==> config.mk <==
export PLATFORM = sky130hd
export DESIGN_NAME = acc_cpu_core
export DESIGN_NICKNAME = d
export VERILOG_FILES = /design/src/rtl/acc_pkg.sv /design/src/rtl/acc_alu.sv /design/src/rtl/acc_decode.sv /design/src/rtl/acc_cpu_core.sv
export SDC_FILE = /design/constraint.sdc
export NUM_CORES = 1
export LEC_CHECK = 0
export BUFFER_PORTS_ARGS = -buffer_cell sky130_fd_sc_hd__buf_2
export CAP_MARGIN = 5
export CELL_PAD_IN_SITES_DETAIL_PLACEMENT = 1
export CELL_PAD_IN_SITES_GLOBAL_PLACEMENT = 1
export CORE_MARGIN = 5
export CORE_UTILIZATION = 48
export CTS_BUF_LIST = sky130_fd_sc_hd__clkbuf_2 sky130_fd_sc_hd__clkbuf_4 sky130_fd_sc_hd__clkbuf_8
export DETAILED_ROUTE_END_ITERATION = 10
export GPL_ROUTABILITY_DRIVEN = 0
export PLACE_DENSITY = 0.84
export SLEW_MARGIN = 10
export SYNTH_ARGS = -nofsm -noshare
export SYNTH_HDL_FRONTEND = slang
export SYNTH_SLANG_ARGS = --single-unit
==> constraint.sdc <==
create_clock -name clk_i -period 12.1 [get_ports clk_i]
set_clock_uncertainty 0.05 [all_clocks]
set_input_delay 2.42 -clock clk_i [delete_from_list [all_inputs] [get_ports clk_i]]
set_output_delay 2.42 -clock clk_i [all_outputs]
set_load 0.02 [all_outputs]
==> src/rtl/acc_pkg.sv <==
package acc_pkg;

  localparam int CCR_W = 2;
  localparam int CCR_Z = 0;
  localparam int CCR_N = 1;

  typedef enum logic [3:0] {
    ALU_PASS_B, ALU_ADD, ALU_SUB, ALU_AND, ALU_OR, ALU_XOR,
    ALU_LSL, ALU_LSR, ALU_ASL, ALU_ASR, ALU_ROL, ALU_ROR
  } alu_op_e;

  typedef enum logic [1:0] {AM_NONE, AM_IMM, AM_DIR, AM_IND} amode_e;

  typedef enum logic [2:0] {IC_NOP, IC_ALU, IC_STORE, IC_JUMP, IC_BRANCH} iclass_e;

  typedef enum logic [1:0] {CC_ZC, CC_ZS, CC_NC, CC_NS} cond_e;

  typedef struct packed {
    iclass_e cls;
    amode_e  mode;
    alu_op_e op;
    cond_e   cond;
  } dec_t;

  typedef enum logic [2:0] {
    ST_FETCH, ST_OPND, ST_PTR, ST_EXEC, ST_WR, ST_WR_END
  } state_e;

endpackage

==> src/rtl/acc_alu.sv <==
module acc_alu
  import acc_pkg::*;
#(
  parameter int W = 8
) (
  input  alu_op_e        op_i,
  input  logic [W-1:0]   a_i,
  input  logic [W-1:0]   b_i,
  output logic [W-1:0]   res_o,
  output logic [CCR_W-1:0] flags_o
);
  localparam int SHW = $clog2(W);

  logic           big;
  logic [SHW-1:0] amt;

  assign big = |b_i[W-1:SHW];
  assign amt = b_i[SHW-1:0];

  always_comb begin
    unique case (op_i)
      ALU_PASS_B: res_o = b_i;
      ALU_ADD:    res_o = a_i + b_i;
      ALU_SUB:    res_o = a_i - b_i;
      ALU_AND:    res_o = a_i & b_i;
      ALU_OR:     res_o = a_i | b_i;
      ALU_XOR:    res_o = a_i ^ b_i;
      ALU_LSL,
      ALU_ASL:    res_o = big ? '0 : (a_i << amt);
      ALU_LSR:    res_o = big ? '0 : (a_i >> amt);
      ALU_ASR:    res_o = big ? {W{a_i[W-1]}} : W'($signed(a_i) >>> amt);
      ALU_ROL:    res_o = (a_i << amt) | (a_i >> (W - int'(amt)));
      ALU_ROR:    res_o = (a_i >> amt) | (a_i << (W - int'(amt)));
      default:    res_o = b_i;
    endcase
  end

  always_comb begin
    flags_o        = '0;
    flags_o[CCR_Z] = (res_o == '0);
    flags_o[CCR_N] = res_o[W-1];
  end

endmodule

==> src/rtl/acc_decode.sv <==
module acc_decode
  import acc_pkg::*;
(
  input  logic [7:0] opc_i,
  output dec_t       dec_o
);
  int code;
  int idx;
  int jdx;

  always_comb begin
    code  = int'(opc_i);
    idx   = (code - 1) / 2;
    jdx   = code - 'h1B;
    dec_o = '{cls: IC_NOP, mode: AM_NONE, op: ALU_PASS_B, cond: CC_ZC};
    if (code >= 'h01 && code <= 'h1A) begin
      if (idx == 1) begin
        dec_o.cls  = IC_STORE;
        dec_o.mode = opc_i[0] ? AM_DIR : AM_IND;
      end else begin
        dec_o.cls  = IC_ALU;
        dec_o.mode = opc_i[0] ? AM_IMM : AM_DIR;
        dec_o.op   = (idx == 0) ? ALU_PASS_B : alu_op_e'(idx - 1);
      end
    end else if (code >= 'h1B && code <= 'h24) begin
      dec_o.mode = (jdx % 2 == 1) ? AM_IND : AM_DIR;
      dec_o.cls  = (jdx < 2) ? IC_JUMP : IC_BRANCH;
      dec_o.cond = (jdx < 2) ? CC_ZC : cond_e'((jdx - 2) / 2);
    end
  end

endmodule

==> src/rtl/acc_cpu_core.sv <==
module acc_cpu_core
  import acc_pkg::*;
#(
  parameter int DATA_W = 8,
  parameter int PIN_AW = 7
) (
  input  logic              clk_i,
  input  logic              rst_ni,
  input  logic              halt_i,
  input  logic [DATA_W-1:0] data_i,
  output logic [DATA_W-1:0] data_o,
  output logic              data_oe_o,
  output logic [PIN_AW-1:0] addr_o,
  output logic              we_o
);
  state_e              state_q;
  logic [DATA_W-1:0]   a_q, pc_q, ir_q;
  logic [PIN_AW-1:0]   m_q;
  logic [CCR_W-1:0]    ccr_q;

  logic [DATA_W-1:0]   dec_src;
  dec_t                dec;
  logic [DATA_W-1:0]   alu_res;
  logic [CCR_W-1:0]    alu_flags;
  logic                cond_ok;
  logic                take;

  // opcode byte is on the bus during fetch, held in IR afterwards
  assign dec_src = (state_q == ST_FETCH) ? data_i : ir_q;

  acc_decode u_dec (
    .opc_i (dec_src[7:0]),
    .dec_o (dec)
  );

  acc_alu #(.W(DATA_W)) u_alu (
    .op_i    (dec.op),
    .a_i     (a_q),
    .b_i     (data_i),
    .res_o   (alu_res),
    .flags_o (alu_flags)
  );

  always_comb begin
    unique case (dec.cond)
      CC_ZC:   cond_ok = !ccr_q[CCR_Z];
      CC_ZS:   cond_ok =  ccr_q[CCR_Z];
      CC_NC:   cond_ok = !ccr_q[CCR_N];
      default: cond_ok =  ccr_q[CCR_N];
    endcase
    take = (dec.cls == IC_JUMP) || cond_ok;
  end

  always_ff @(posedge clk_i or negedge rst_ni) begin
    if (!rst_ni) begin
      state_q <= ST_FETCH;
      a_q     <= '0;
      m_q     <= '0;
      pc_q    <= '0;
      ir_q    <= '0;
      ccr_q   <= '0;
    end else begin
      unique case (state_q)
        ST_FETCH: begin
          if (!halt_i) begin
            ir_q    <= data_i;
            pc_q    <= pc_q + 1'b1;
            state_q <= (dec.cls == IC_NOP) ? ST_FETCH : ST_OPND;
          end
        end
        ST_OPND: begin
          pc_q    <= pc_q + 1'b1;
          state_q <= ST_FETCH;
          unique case (dec.cls)
            IC_ALU: begin
              if (dec.mode == AM_IMM) begin
                a_q   <= alu_res;
                ccr_q <= alu_flags;
              end else begin
                m_q     <= data_i[PIN_AW-1:0];
                state_q <= ST_EXEC;
              end
            end
            IC_STORE: begin
              m_q     <= data_i[PIN_AW-1:0];
              state_q <= (dec.mode == AM_DIR) ? ST_WR : ST_PTR;
            end
            IC_JUMP, IC_BRANCH: begin
              if (take) begin
                if (dec.mode == AM_DIR) begin
                  pc_q <= data_i;
                end else begin
                  m_q     <= data_i[PIN_AW-1:0];
                  state_q <= ST_PTR;
                end
              end
            end
            default: ;
          endcase
        end
        ST_PTR: begin
          if (dec.cls == IC_STORE) begin
            m_q     <= data_i[PIN_AW-1:0];
            state_q <= ST_WR;
          end else begin
            pc_q    <= data_i;
            state_q <= ST_FETCH;
          end
        end
        ST_EXEC: begin
          a_q     <= alu_res;
          ccr_q   <= alu_flags;
          state_q <= ST_FETCH;
        end
        ST_WR:     state_q <= ST_WR_END;
        ST_WR_END: state_q <= ST_FETCH;
        default:   state_q <= ST_FETCH;
      endcase
    end
  end

  assign addr_o    = (state_q == ST_FETCH || state_q == ST_OPND) ? pc_q[PIN_AW-1:0] : m_q;
  assign we_o      = (state_q == ST_WR);
  assign data_oe_o = (state_q == ST_WR) || (state_q == ST_WR_END);
  assign data_o    = a_q;

endmodule

==> reports/metrics.yaml <==
total_power_mw: 0.823
nets: 842
routed_wl_um: 23900
post-route-util_pct: 51.3
start_util_pct: 49.1
hold_ws_ps: 448
grt_pass1_wl_um: 38200
max-clock-path-buffers: 2
critPathSlowestCell: "or4b_4"
place_ws_ps: 345
dieHeight_um: 121
synth_cells: 795
period_needed_ps: 11410
status: "finished clean"
ant_nets: 0
clk_latency_ps: 300
worstHoldPathType: "flop to flop"
multi_input_area_sq_um: 4650
fin_area_sq_um: 6160
grt_max_degree: 35
grt_pass1_vias: 6944
timing.fmax_mhz: 87.6
async_reset_ff_share_pct: 100
dieArea_sq_um: 14600
ff_latch_area_sq_um: 851
wire_per_inst_um: 25.5
drt_iter0_markers: 837
yosysSeqAreaShare_pct: 14.4
setup_ws_ps: 689
synth_flop_cell: "dfrtp_1"
cts_tree: "built"
ys_seq_elements: 34
dp_hpwl_um: 17600
worstPathRequired_ps: 12240
critPathKind: "input port to flop"
area_growth_pct: 4.63
rsz0062_at_grt: "no"
critPathCaptureType: "flop"
grt_overflow_total: 0
maxCapViolations: 0
drive_gt1_share_pct: 13.2
final_common_cell: "nand2_1"
min_period_over_period_pct: 94.3
hold_viol: 0
clock_sinks: 34
cp_slowest_stage_delay_ps: 550
crit_fanout: 32
ys.warnings.count: 0
synth_cell_types: 98
antenna_cells: 0
cts_setup_buffers: 0
dr.pass1.iters: 6
core_sq_um: 12000
clkTransAtPathRegs_ps: 80
drc_errors: 0
track_usage_pct: 32.6
fin_tns_setup_ps: 0
cts_hold_buf: 0
n_fill_cell: 1552
power_density_nw_per_um2: 134
crit_arrival_ps: 11550
leakage_nw: 2.42
critPathLaunchType: "input port"
cts_root_buf: "clkbuf_8"
layout_common_cells: "nand2_1, nor2_1, o21ai_0"
htree_levels: 2
drv_slew: 0
tightest_slew_ps: 1120
layoutNonFillerInstCount: 934
post-place-cells: 926
dpl-instance-area_sq_um: 6020
vdd_drop_max_mv: 0.0591
syn_area_sq_um: 5890
synth_nets: 851
setup_viol: 0
vias_per_cell: 7.22
synth_edf_count: 0
rows: 40
slew_headroom_pct: 25.0
numCtsBuffers: 5
portBuffers: 27
io_pins: 28
die_w_um: 121
antenna_found_initial: 0
syn_area_per_cell_sq_um: 7.41
num_vias: 6744
## cells by family after synthesis
kind of cell | after synthesis | synth area share (%)
simple gates | 301 | 25.6
flops | 34 | 14.4
fa+ha+maj | 45 | 9.68
mux | 47 | 9.07
compound gates | 244 | 28.9
buf+inv | 90 | 6.75
xor+xnor | 34 | 5.63
## final timing paths
kind                            start        to  slack, ps  cells after the start
min in group asynchronous      rst_ni   ir_q[3]       2170                      1
max in group asynchronous      rst_ni    m_q[0]       9320                      1
hold / removal                 m_q[3]    m_q[3]        450                      2
setup / recovery            data_i[0]  ccr_q[0]        690                     36
setup reg to reg           state_q[1]  ccr_q[0]       2180                     37
hold reg to reg                m_q[3]    m_q[3]        450                      2
## power breakdown
group	internal [mW]	switching, mW
sequential	0.140	0.0505
combinational	0.175	0.326
clock	0.0826	0.0482
total	0.398	0.425
## critical path: cells and delay by family
family / cells / cell delay, ps
XOR/XNOR: 1 / 320
AND/OR/NAND/NOR: 15 / 3370
adder cells (fa/ha/maj): 4 / 1180
AO/OA/AOI/OAI: 12 / 3340
buffers and inverters: 4 / 910
## state kept, by name, summed over array words and instances, names as in the netlist
register and cells:
ir_q 8, m_q 7, pc_q 7, ccr_q 1, data_o 8, state_q 3
## final cells by class
class                           instances  share of cell area [%]
Multi-Input combinational cell        671                    75.4
Inverter                               38                    2.31
Clock inverter                          3                    1.12
Sequential cell                        34                    13.8
Clock buffer                            5                    1.12
Tap cell                              147                    2.98
Timing Repair Buffer                   36                    3.29
## cells in the mapped netlist (9+ instances only)
cell	instances	area, sq um
a21oi_1	33	165
a22oi_1	11	82.6
a31oi_1	9	56.3
buf_2	12	60.1
clkbuf_1	26	97.6
dfrtp_1	34	851
ha_1	44	551
inv_1	34	128
mux2_2	21	236
mux2i_1	23	230
nand2_1	84	315
nand3_1	36	180
nand4_1	9	56.3
nor2_1	73	274
nor2b_1	10	62.6
nor3_1	25	125
o21ai_0	70	350
o21ai_1	13	65.1
xnor2_1	26	228
## layer usage
| layer | global-route usage [%] | up-vias | wire [um] |
|---|---|---|---|
| met5 | 0 | - | 0 |
| met4 | 14.8 | 0 | 1110 |
| met3 | 5.43 | 108 | 2290 |
| met2 | 53.6 | 407 | 11100 |
| met1 | 41.9 | 3301 | 9330 |
| li1 | - | 2928 | - |
## repair_timing
action / CTS / global route
endpoints found under the hold margin: 0 / 0
endpoints found under the setup margin: 0 / 2
gates resized for setup: 0 / 1
No activity file was read; power rests on OpenSTA's default activity.
